[config.mk]
export PLATFORM = sky130hd
export DESIGN_NAME = dmaq_ctrl
export DESIGN_NICKNAME = d
export VERILOG_FILES = /design/src/rtl/dmaq_pkg.sv /design/src/rtl/dmaq_addr_dec.sv /design/src/rtl/dmaq_chan_fsm.sv /design/src/rtl/dmaq_chan.sv /design/src/rtl/dmaq_ctrl.sv
export SDC_FILE = /design/constraint.sdc
export NUM_CORES = 2
export LEC_CHECK = 0
export CORE_AREA = 2 2 253 255
export CTS_BUF_LIST = sky130_fd_sc_hd__clkbuf_4 sky130_fd_sc_hd__clkbuf_8
export CTS_CLUSTER_SIZE = 40
export DETAILED_ROUTE_END_ITERATION = 8
export DIE_AREA = 0 0 255 257
export PLACE_DENSITY_LB_ADDON = 0.12
export SETUP_SLACK_MARGIN = 0.05
export SYNTH_ARGS = -nofsm -noshare
export SYNTH_HDL_FRONTEND = slang
export SYNTH_SLANG_ARGS = --single-unit
[constraint.sdc]
create_clock -name clk_i -period 3.6 [get_ports clk_i]
set_input_delay 0.36 -clock clk_i [delete_from_list [all_inputs] [get_ports clk_i]]
set_output_delay 0.36 -clock clk_i [all_outputs]
set_load 0.01 [all_outputs]
[src/rtl/dmaq_pkg.sv]
package dmaq_pkg;
  localparam int DATA_W = 32;
  localparam int STS_W  = 13;

  typedef enum logic [3:0] {
    ST_IDLE    = 4'd0,
    ST_RUN     = 4'd1,
    ST_CPL     = 4'd2,
    ST_PAUSE   = 4'd3,
    ST_HALT    = 4'd4,
    ST_ABORT   = 4'd5,
    ST_WAIT    = 4'd6,
    ST_BUFFCLR = 4'd7
  } chan_state_e;

  localparam logic [7:0] OFF_SQ_LO   = 8'h00;
  localparam logic [7:0] OFF_SQ_HI   = 8'h04;
  localparam logic [7:0] OFF_SQ_LAST = 8'h08;
  localparam logic [7:0] OFF_SQ_TAIL = 8'h0C;
  localparam logic [7:0] OFF_CQ_LO   = 8'h10;
  localparam logic [7:0] OFF_CQ_HI   = 8'h14;
  localparam logic [7:0] OFF_CQ_LAST = 8'h18;
  localparam logic [7:0] OFF_CQ_HEAD = 8'h1C;
  localparam logic [7:0] OFF_CTL0    = 8'h20;
  localparam logic [7:0] OFF_CTL1    = 8'h24;
  localparam logic [7:0] OFF_STATE   = 8'h30;
  localparam logic [7:0] OFF_ISTS    = 8'h40;
  localparam logic [7:0] OFF_IMSK    = 8'h44;

  localparam logic [15:0] MODE_ADDR  = 16'h217C;
endpackage

[src/rtl/dmaq_addr_dec.sv]
module dmaq_addr_dec #(
  parameter int ADDR_W = 14,
  parameter int NUM_CH = 4,
  localparam int CH_W  = ADDR_W - 8
) (
  input  logic [ADDR_W-1:0] addr_i,
  output logic [CH_W-1:0]   ch_idx_o,
  output logic [7:0]        off_o,
  output logic              ch_hit_o,
  output logic              mode_hit_o
);
  import dmaq_pkg::*;

  assign ch_idx_o   = addr_i[ADDR_W-1:8];
  assign off_o      = addr_i[7:0];
  assign ch_hit_o   = ({1'b0, ch_idx_o} < (CH_W+1)'(NUM_CH));
  assign mode_hit_o = (addr_i == ADDR_W'(MODE_ADDR));
endmodule

[src/rtl/dmaq_chan_fsm.sv]
module dmaq_chan_fsm #(
  parameter int PTR_W = 10
) (
  input  logic                 clk_i,
  input  logic                 rst_ni,
  input  logic                 en_i,
  input  logic                 pause_i,
  input  logic                 soft_rst_i,
  input  logic [PTR_W-1:0]     sq_tail_i,
  input  logic [PTR_W-1:0]     sq_last_i,
  input  logic                 job_done_i,
  input  logic                 job_err_i,
  output dmaq_pkg::chan_state_e state_o,
  output logic                 job_req_o,
  output logic                 cpl_evt_o,
  output logic                 abort_evt_o
);
  import dmaq_pkg::*;

  chan_state_e state_q, state_d;
  logic [PTR_W-1:0] head_q;
  logic pending;

  assign pending = (sq_tail_i != head_q);

  always_comb begin
    state_d = state_q;
    unique case (state_q)
      ST_IDLE:    if (en_i && !pause_i && pending) state_d = ST_RUN;
      ST_RUN: begin
        if (!en_i)          state_d = ST_HALT;
        else if (pause_i)   state_d = ST_PAUSE;
        else if (job_err_i) state_d = ST_ABORT;
        else if (job_done_i) state_d = ST_CPL;
      end
      ST_CPL:     state_d = ST_IDLE;
      ST_PAUSE: begin
        if (!en_i)        state_d = ST_HALT;
        else if (!pause_i) state_d = ST_RUN;
      end
      ST_HALT:    if (en_i && !pause_i) state_d = ST_WAIT;
      ST_WAIT:    state_d = ST_IDLE;
      ST_ABORT:   state_d = ST_ABORT;
      ST_BUFFCLR: state_d = ST_IDLE;
      default:    state_d = ST_IDLE;
    endcase
    if (soft_rst_i) state_d = ST_BUFFCLR;
  end

  assign cpl_evt_o   = (state_q == ST_RUN) && (state_d == ST_CPL);
  assign abort_evt_o = (state_q == ST_RUN) && (state_d == ST_ABORT);
  assign job_req_o   = (state_q == ST_RUN);
  assign state_o     = state_q;

  always_ff @(posedge clk_i or negedge rst_ni) begin
    if (!rst_ni) begin
      state_q <= ST_IDLE;
      head_q  <= '0;
    end else begin
      state_q <= state_d;
      if (soft_rst_i)     head_q <= '0;
      else if (cpl_evt_o) head_q <= (head_q == sq_last_i) ? '0 : head_q + 1'b1;
    end
  end

  p_leave_run_r6: assert property (@(posedge clk_i) disable iff (!rst_ni)
    (!en_i || pause_i) |=> state_q != ST_RUN);
  p_halt_hold_r6: assert property (@(posedge clk_i) disable iff (!rst_ni)
    (state_q == ST_HALT && !en_i && !soft_rst_i) |=> state_q == ST_HALT);
  p_done_cpl_r4: assert property (@(posedge clk_i) disable iff (!rst_ni)
    (state_q == ST_RUN && en_i && !pause_i && !job_err_i && job_done_i && !soft_rst_i)
      |=> state_q == ST_CPL);
  p_abort_hold_r7: assert property (@(posedge clk_i) disable iff (!rst_ni)
    (state_q == ST_ABORT && !soft_rst_i) |=> state_q == ST_ABORT);
  p_rst_clr_r8: assert property (@(posedge clk_i) disable iff (!rst_ni)
    soft_rst_i |=> (state_q == ST_BUFFCLR && head_q == '0));
  p_clr_idle_r8: assert property (@(posedge clk_i) disable iff (!rst_ni)
    (state_q == ST_BUFFCLR && !soft_rst_i) |=> state_q == ST_IDLE);
endmodule

[src/rtl/dmaq_chan.sv]
module dmaq_chan #(
  parameter int PTR_W = 10
) (
  input  logic        clk_i,
  input  logic        rst_ni,
  input  logic        wr_i,
  input  logic [7:0]  off_i,
  input  logic [31:0] wdata_i,
  output logic [31:0] rdata_o,
  input  logic        job_done_i,
  input  logic        job_err_i,
  output logic        job_req_o,
  output logic        irq_o
);
  import dmaq_pkg::*;

  localparam int PAD_W = DATA_W - PTR_W;

  logic [31:0]      sq_lo_q, sq_hi_q, cq_lo_q, cq_hi_q;
  logic [PTR_W-1:0] sq_last_q, cq_last_q, sq_tail_q, cq_head_q;
  logic             en_q, pause_q;
  logic [STS_W-1:0] sts_q, msk_q, sts_set, sts_clr;
  logic             soft_rst, cpl_evt, abort_evt;
  chan_state_e      state;

  assign soft_rst = wr_i && (off_i == OFF_CTL1) && wdata_i[0];

  dmaq_chan_fsm #(.PTR_W(PTR_W)) u_fsm (
    .clk_i       (clk_i),
    .rst_ni      (rst_ni),
    .en_i        (en_q),
    .pause_i     (pause_q),
    .soft_rst_i  (soft_rst),
    .sq_tail_i   (sq_tail_q),
    .sq_last_i   (sq_last_q),
    .job_done_i  (job_done_i),
    .job_err_i   (job_err_i),
    .state_o     (state),
    .job_req_o   (job_req_o),
    .cpl_evt_o   (cpl_evt),
    .abort_evt_o (abort_evt)
  );

  always_comb begin
    sts_set    = '0;
    sts_set[0] = cpl_evt;
    sts_set[1] = abort_evt;
    sts_clr    = (wr_i && off_i == OFF_ISTS) ? wdata_i[STS_W-1:0] : '0;
  end

  always_ff @(posedge clk_i or negedge rst_ni) begin
    if (!rst_ni) begin
      sq_lo_q   <= '0;
      sq_hi_q   <= '0;
      cq_lo_q   <= '0;
      cq_hi_q   <= '0;
      sq_last_q <= '1;
      cq_last_q <= '1;
      sq_tail_q <= '0;
      cq_head_q <= '0;
      en_q      <= 1'b0;
      pause_q   <= 1'b0;
      sts_q     <= '0;
      msk_q     <= '1;
    end else begin
      sts_q <= (sts_q & ~sts_clr) | sts_set;
      if (wr_i) begin
        unique case (off_i)
          OFF_SQ_LO:   sq_lo_q   <= wdata_i;
          OFF_SQ_HI:   sq_hi_q   <= wdata_i;
          OFF_SQ_LAST: sq_last_q <= wdata_i[PTR_W-1:0];
          OFF_SQ_TAIL: sq_tail_q <= wdata_i[PTR_W-1:0];
          OFF_CQ_LO:   cq_lo_q   <= wdata_i;
          OFF_CQ_HI:   cq_hi_q   <= wdata_i;
          OFF_CQ_LAST: cq_last_q <= wdata_i[PTR_W-1:0];
          OFF_CQ_HEAD: cq_head_q <= wdata_i[PTR_W-1:0];
          OFF_CTL0: begin
            en_q    <= wdata_i[0];
            pause_q <= wdata_i[4];
          end
          OFF_IMSK:    msk_q <= wdata_i[STS_W-1:0];
          default: ;
        endcase
      end
      if (soft_rst) begin
        sq_tail_q <= '0;
        cq_head_q <= '0;
      end
    end
  end

  always_comb begin
    unique case (off_i)
      OFF_SQ_LO:   rdata_o = sq_lo_q;
      OFF_SQ_HI:   rdata_o = sq_hi_q;
      OFF_SQ_LAST: rdata_o = {{PAD_W{1'b0}}, sq_last_q};
      OFF_SQ_TAIL: rdata_o = {{PAD_W{1'b0}}, sq_tail_q};
      OFF_CQ_LO:   rdata_o = cq_lo_q;
      OFF_CQ_HI:   rdata_o = cq_hi_q;
      OFF_CQ_LAST: rdata_o = {{PAD_W{1'b0}}, cq_last_q};
      OFF_CQ_HEAD: rdata_o = {{PAD_W{1'b0}}, cq_head_q};
      OFF_CTL0:    rdata_o = {27'd0, pause_q, 3'd0, en_q};
      OFF_STATE:   rdata_o = {28'd0, state};
      OFF_ISTS:    rdata_o = {{(DATA_W-STS_W){1'b0}}, sts_q};
      OFF_IMSK:    rdata_o = {{(DATA_W-STS_W){1'b0}}, msk_q};
      default:     rdata_o = '0;
    endcase
  end

  assign irq_o = |(sts_q & ~msk_q);

  p_cpl_sts_r9: assert property (@(posedge clk_i) disable iff (!rst_ni)
    cpl_evt |=> sts_q[0]);
  p_abort_sts_r9: assert property (@(posedge clk_i) disable iff (!rst_ni)
    abort_evt |=> sts_q[1]);
  p_rst_ptr_r8: assert property (@(posedge clk_i) disable iff (!rst_ni)
    soft_rst |=> (sq_tail_q == '0 && cq_head_q == '0));
endmodule

[src/rtl/dmaq_ctrl.sv]
module dmaq_ctrl #(
  parameter int NUM_CH = 4,
  parameter int ADDR_W = 14,
  parameter int PTR_W  = 10
) (
  input  logic              clk_i,
  input  logic              rst_ni,
  input  logic              bus_req_i,
  input  logic              bus_we_i,
  input  logic [ADDR_W-1:0] bus_addr_i,
  input  logic [31:0]       bus_wdata_i,
  output logic [31:0]       bus_rdata_o,
  output logic              mode_o,
  output logic [NUM_CH-1:0] irq_o,
  output logic [NUM_CH-1:0] job_req_o,
  input  logic [NUM_CH-1:0] job_done_i,
  input  logic [NUM_CH-1:0] job_err_i
);
  localparam int CH_W = ADDR_W - 8;

  logic [CH_W-1:0] ch_idx;
  logic [7:0]      off;
  logic            ch_hit, mode_hit, mode_q, mode_wr;
  logic [31:0]     ch_rdata [NUM_CH];
  logic [31:0]     sel_rdata, rdata_q;

  dmaq_addr_dec #(.ADDR_W(ADDR_W), .NUM_CH(NUM_CH)) u_dec (
    .addr_i     (bus_addr_i),
    .ch_idx_o   (ch_idx),
    .off_o      (off),
    .ch_hit_o   (ch_hit),
    .mode_hit_o (mode_hit)
  );

  for (genvar g = 0; g < NUM_CH; g++) begin : g_ch
    logic wr_sel;
    assign wr_sel = bus_req_i && bus_we_i && ch_hit && (ch_idx == CH_W'(g));
    dmaq_chan #(.PTR_W(PTR_W)) u_chan (
      .clk_i      (clk_i),
      .rst_ni     (rst_ni),
      .wr_i       (wr_sel),
      .off_i      (off),
      .wdata_i    (bus_wdata_i),
      .rdata_o    (ch_rdata[g]),
      .job_done_i (job_done_i[g]),
      .job_err_i  (job_err_i[g]),
      .job_req_o  (job_req_o[g]),
      .irq_o      (irq_o[g])
    );
  end

  always_comb begin
    sel_rdata = '0;
    for (int i = 0; i < NUM_CH; i++)
      if (ch_idx == CH_W'(i)) sel_rdata = ch_rdata[i];
  end

  assign mode_wr = bus_req_i && bus_we_i && mode_hit;

  always_ff @(posedge clk_i or negedge rst_ni) begin
    if (!rst_ni) begin
      mode_q  <= 1'b0;
      rdata_q <= '0;
    end else begin
      if (mode_wr) mode_q <= bus_wdata_i[0];
      if (bus_req_i && !bus_we_i)
        rdata_q <= mode_hit ? {31'd0, mode_q} : (ch_hit ? sel_rdata : '0);
    end
  end

  assign mode_o      = mode_q;
  assign bus_rdata_o = rdata_q;

  p_mode_hold_r11: assert property (@(posedge clk_i) disable iff (!rst_ni)
    !mode_wr |=> $stable(mode_o));
  p_miss_zero_r2: assert property (@(posedge clk_i) disable iff (!rst_ni)
    (bus_req_i && !bus_we_i && !ch_hit && !mode_hit) |=> bus_rdata_o == '0);
endmodule

==> impl_metrics.xml <==
<?xml version="1.0" encoding="UTF-8"?>
<metrics>
  <group name="clock_network">
    <metric name="root_buffer" unit="">clkbuf_8</metric>
    <metric name="postCtsHoldBufs" unit="">2</metric>
    <metric name="cts-root-to-sink-buffers" unit="">3</metric>
    <metric name="cts_setup_buffers" unit="">0</metric>
    <metric name="cts.sink_count" unit="">873</metric>
    <metric name="number_of_clock_buffers_inserted_by_tritoncts" unit="">146</metric>
    <metric name="worst_skew_pair.late_latency" unit="ns">0.82</metric>
    <metric name="cts_tree" unit="">done</metric>
    <metric name="clkSlewWorstSetupHoldPaths" unit="ns">0.06</metric>
    <metric name="ctsResizeCount" unit="">0</metric>
    <metric name="cts.htree.levels" unit="">4</metric>
  </group>
  <group name="route">
    <metric name="routed_via_density" unit="">6.94</metric>
    <metric name="route.detailed.wl_per_inst" unit="µm">29.1</metric>
    <metric name="drc_errors" unit="">0</metric>
    <metric name="via_count" unit="">31500</metric>
    <metric name="postRouteWirelength" unit="mm">132</metric>
    <metric name="drtAntennaViolNets" unit="">0</metric>
    <metric name="drt-initial-drc-count" unit="">3784</metric>
    <metric name="dr.pass1.iters" unit="">7</metric>
  </group>
  <group name="logic_synthesis">
    <metric name="synth.yosys.warnings" unit="">0</metric>
    <metric name="seq_area_frac_synth" unit="">0.538</metric>
    <metric name="synth.lib_cells_used.distinct" unit="">91</metric>
    <metric name="ys_ff_latch" unit="">873</metric>
    <metric name="async_flop_share" unit="">1.00</metric>
    <metric name="avgSynthCellArea" unit="µm²">11.8</metric>
    <metric name="syn_inst" unit="">3454</metric>
    <metric name="synth-edff-count" unit="">0</metric>
    <metric name="synth_top_flop_cell" unit="">dfrtp_1</metric>
    <metric name="netlist_area" unit="mm²">0.0409</metric>
  </group>
  <group name="timing">
    <metric name="report.final.hold_viol_count" unit="">0</metric>
    <metric name="final_period_minus_worst_setup_slack" unit="ns">3.12</metric>
    <metric name="final_min_period_over_clock_period" unit="">0.866</metric>
    <metric name="tightestPinTransition" unit="ns">1.25</metric>
    <metric name="slew_headroom" unit="">0.165</metric>
    <metric name="grt_setup_unrepaired" unit="">no</metric>
    <metric name="clock.fmax" unit="GHz">0.321</metric>
    <metric name="timing.final.setup_violations" unit="">0</metric>
    <metric name="setup_ws" unit="ns">0.482</metric>
    <metric name="timing.final.max_slew_violations" unit="">0</metric>
    <metric name="finalClockSkew" unit="ns">0.0268</metric>
    <metric name="hold_slack" unit="ns">0.169</metric>
  </group>
  <group name="floorplanning">
    <metric name="io_pins" unit="">99</metric>
    <metric name="design.die.area" unit="mm²">0.0655</metric>
    <metric name="core_area" unit="mm²">0.0627</metric>
    <metric name="starting_density_of_the_core" unit="">0.652</metric>
    <metric name="die_height" unit="µm">257</metric>
    <metric name="fp-row-count" unit="">92</metric>
    <metric name="fp.dieW" unit="µm">255</metric>
  </group>
  <group name="global_routing">
    <metric name="grtUsageTotal" unit="">0.410</metric>
    <metric name="pin_count_of_the_biggest_net_entering_global_routing" unit="">95</metric>
    <metric name="grt_pass1_wl" unit="mm">200</metric>
    <metric name="grt_overflow_total" unit="">0</metric>
    <metric name="grt_pass1_vias" unit="">32200</metric>
    <metric name="antenna_violations_before_repair" unit="">5</metric>
  </group>
  <group name="setup_path">
    <metric name="rr_worst_depth" unit="">8</metric>
    <metric name="path_max_fanout" unit="">3</metric>
    <metric name="critPathRequiredTime" unit="ns">3.24</metric>
    <metric name="crit_arrival" unit="ns">2.76</metric>
    <metric name="max_stage_delay" unit="ns">0.59</metric>
    <metric name="critPathKind" unit="">reg2out</metric>
    <metric name="regToRegStartpoint" unit="">g_ch[1].u_chan.sq_tail_q[3]$_DFFE_PN0P_</metric>
    <metric name="timing.critical_path.slowest_stage_cell" unit="">clkdlybuf4s50_1</metric>
    <metric name="timing.critical_path.buf_inv" unit="">1</metric>
    <metric name="endpoint_kind" unit="">output port</metric>
    <metric name="setup.worst_path.start" unit="">g_ch[0].u_chan.msk_q[1]$_DFFE_PN1P_</metric>
    <metric name="r2r_setup_slack" unit="ns">1.01</metric>
    <metric name="critPathLaunchType" unit="">flop</metric>
    <metric name="path_delay_family" unit="">buffers and inverters</metric>
    <metric name="cp_cell_sequence" unit="">o22ai_1 -&gt; nor4_1 -&gt; o2111ai_1 -&gt; clkdlybuf4s50_1</metric>
    <metric name="regToRegEndpoint" unit="">g_ch[1].u_chan.u_fsm.head_q[7]$_DFFE_PN0P_</metric>
  </group>
  <group name="pwr">
    <metric name="peakVddDrop" unit="mV">0.320</metric>
    <metric name="powerDensity" unit="mW/mm²">429</metric>
    <metric name="p_leak" unit="nW">21.4</metric>
  </group>
  <group name="run">
    <metric name="cap_viol_max_count" unit="">0</metric>
  </group>
  <group name="layout">
    <metric name="finalNonFillerCells" unit="">4545</metric>
    <metric name="multi_input_comb_area" unit="mm²">0.0174</metric>
    <metric name="final_net_count" unit="">3640</metric>
    <metric name="area_delta_synth_final" unit="%">14.2</metric>
    <metric name="area.sequential" unit="mm²">0.0220</metric>
    <metric name="post_route_cells_drive_above_1_share" unit="">0.351</metric>
    <metric name="fillCellCount" unit="">4218</metric>
  </group>
  <group name="worst_hold_path">
    <metric name="hp-class" unit="">in2async</metric>
  </group>
  <group name="placement">
    <metric name="post-dp-hpwl" unit="mm">85.4</metric>
    <metric name="placed_cells" unit="">4274</metric>
    <metric name="gp_routability_congestion" unit="">0.976</metric>
    <metric name="io_buffer_count" unit="">98</metric>
    <metric name="worst_setup_slack_post_dpl" unit="ns">0.0170</metric>
  </group>
  <group name="outcome">
    <metric name="status" unit="">complete, no violations</metric>
  </group>
</metrics>
flip-flops by register name, summed over array words and instances (netlist names), 52 cells and up:
signal / cells
g_ch.u_chan.sts_q: 52
g_ch.u_chan.msk_q: 52
g_ch.u_chan.cq_hi_q: 128
g_ch.u_chan.sq_hi_q: 128
g_ch.u_chan.sq_lo_q: 128
g_ch.u_chan.cq_lo_q: 128
cell families after synthesis:
group                      after synthesis  synth area share
AOI/OAI and AO/OA                      830             0.140
xor gates and xnor gates                86            0.0184
adders and majority gates                4           0.00122
buffers and inverters                  367            0.0406
DFF                                    873             0.538
muxes                                  664             0.183
other                                    1         0.0000916
and+or+nand+nor                        629            0.0789
synthesized netlist by cell type, types with 5 or more instances:
master     instances  area (µm²)
o22ai_1           23         144
nand3_1          143         716
mux2_2           641        7220
a22o_1            36         315
nor3_1            23         115
a222oi_1          58         581
mux2_1            12         135
inv_1             56         210
or2_2              5        31.3
clkbuf_1         140         526
dfstp_2          132        3470
and3_1            26         163
nand4_1           25         156
o21ai_0           69         345
dfrtp_1          741       18500
o211ai_1          16         120
xor2_1            29         254
a21o_1             9        67.6
a221o_1            5        50.1
buf_2            126         631
a21boi_0          16         120
a31oi_1           16         100
a22oi_1          204        1530
nand3b_1           5        37.5
or4_1              5        37.5
o21ai_1           14        70.1
xnor2_1           57         499
o22a_1            14         123
nor2b_1           15        93.8
buf_1             12        45.0
a21oi_1          232        1160
o2111ai_1          7        61.3
a211oi_1           8        60.1
nand2b_1          23         144
or3_1             10        62.6
buf_4             25         188
nand2_1          209         785
o31ai_1           10        75.1
nor2_1            67         251
nor4b_1            6        52.6
nor4_1            20         125
mux2i_1           10         100
and2_1             9        56.3
a221oi_1          44         385
a2111oi_0          7        61.3
power by group:
group,total (mW),leakage [nW],switching (mW),internal [mW]
combinational,0.740,8.21,0.565,0.174
clock,9.45,1.71,4.12,5.34
sequential,9.84,11.5,0.00973,9.83
total,20.0,21.4,4.69,15.3
placed cells by master, fill, tap and decap left out, drive strengths merged, types with 10 or more instances in the layout:
cell,instances
o22a,14
xor2,29
clkdlybuf4s50,89
xnor2,57
dfrtp,741
clkinv,16
and2,12
nor4,22
nor2,74
dfstp,132
o31ai,10
a21boi,18
o21ai,87
a222oi,58
a22o,36
o22ai,23
nand2,209
o211ai,16
inv,64
mux2,653
clkbuf,242
a31oi,16
nor2b,15
a22oi,204
mux2i,10
a21oi,233
nand2b,23
nand4,26
or3,11
nor3,24
and3,27
nand3,143
buf,191
a221oi,44
through the flow:
step	total power, mW	utilization	setup TNS, ns	area [µm²]
2_1_floorplan	10.2	-	0	40900
3_3_place_gp	10.7	0.693	-0.0240	43500
3_5_place_dp	10.7	0.693	0	43500
4_1_cts	20.1	0.745	0	46700
5_1_grt	20.6	0.745	0	46700
6_report	20.0	0.745	0	46700
area by class of cell:
type | count | share of cell area
sequential | 873 | 0.471
multi-input combinational | 2217 | 0.373
clock buffer | 242 | 0.0638
timing repair buffer | 282 | 0.0603
tap | 846 | 0.0226
clock inverter | 26 | 0.00509
inverter | 58 | 0.00466
antenna | 1 | 0.0000535
routing by layer:
| layer | track usage | share of wire | vias to the layer above |
|---|---|---|---|
| li1 | - | - | 13100 |
| met1 | 0.558 | 0.39 | 16100 |
| met2 | 0.621 | 0.46 | 1907 |
| met3 | 0.100 | 0.10 | 449 |
| met4 | 0.196 | 0.050 | 6 |
| met5 | 0 | 0.00026 | - |
how the worst max path moves through the flow:
stage / slack (ns) / cells past startpoint / endpoint
detailed placement: 0.02 / 10 / bus_rdata_o[6]$_DFFE_PN0P_
global placement: -0.02 / 10 / bus_rdata_o[6]$_DFFE_PN0P_
floorplan: 1.19 / 10 / g_ch[0].u_chan.u_fsm.head_q[1]$_DFFE_PN0P_
finish: 0.48 / 4 / irq_o[0]
CTS: 0.56 / 4 / irq_o[0]
global route: 0.43 / 4 / irq_o[0]
No activity file was read; power rests on OpenSTA's default activity.
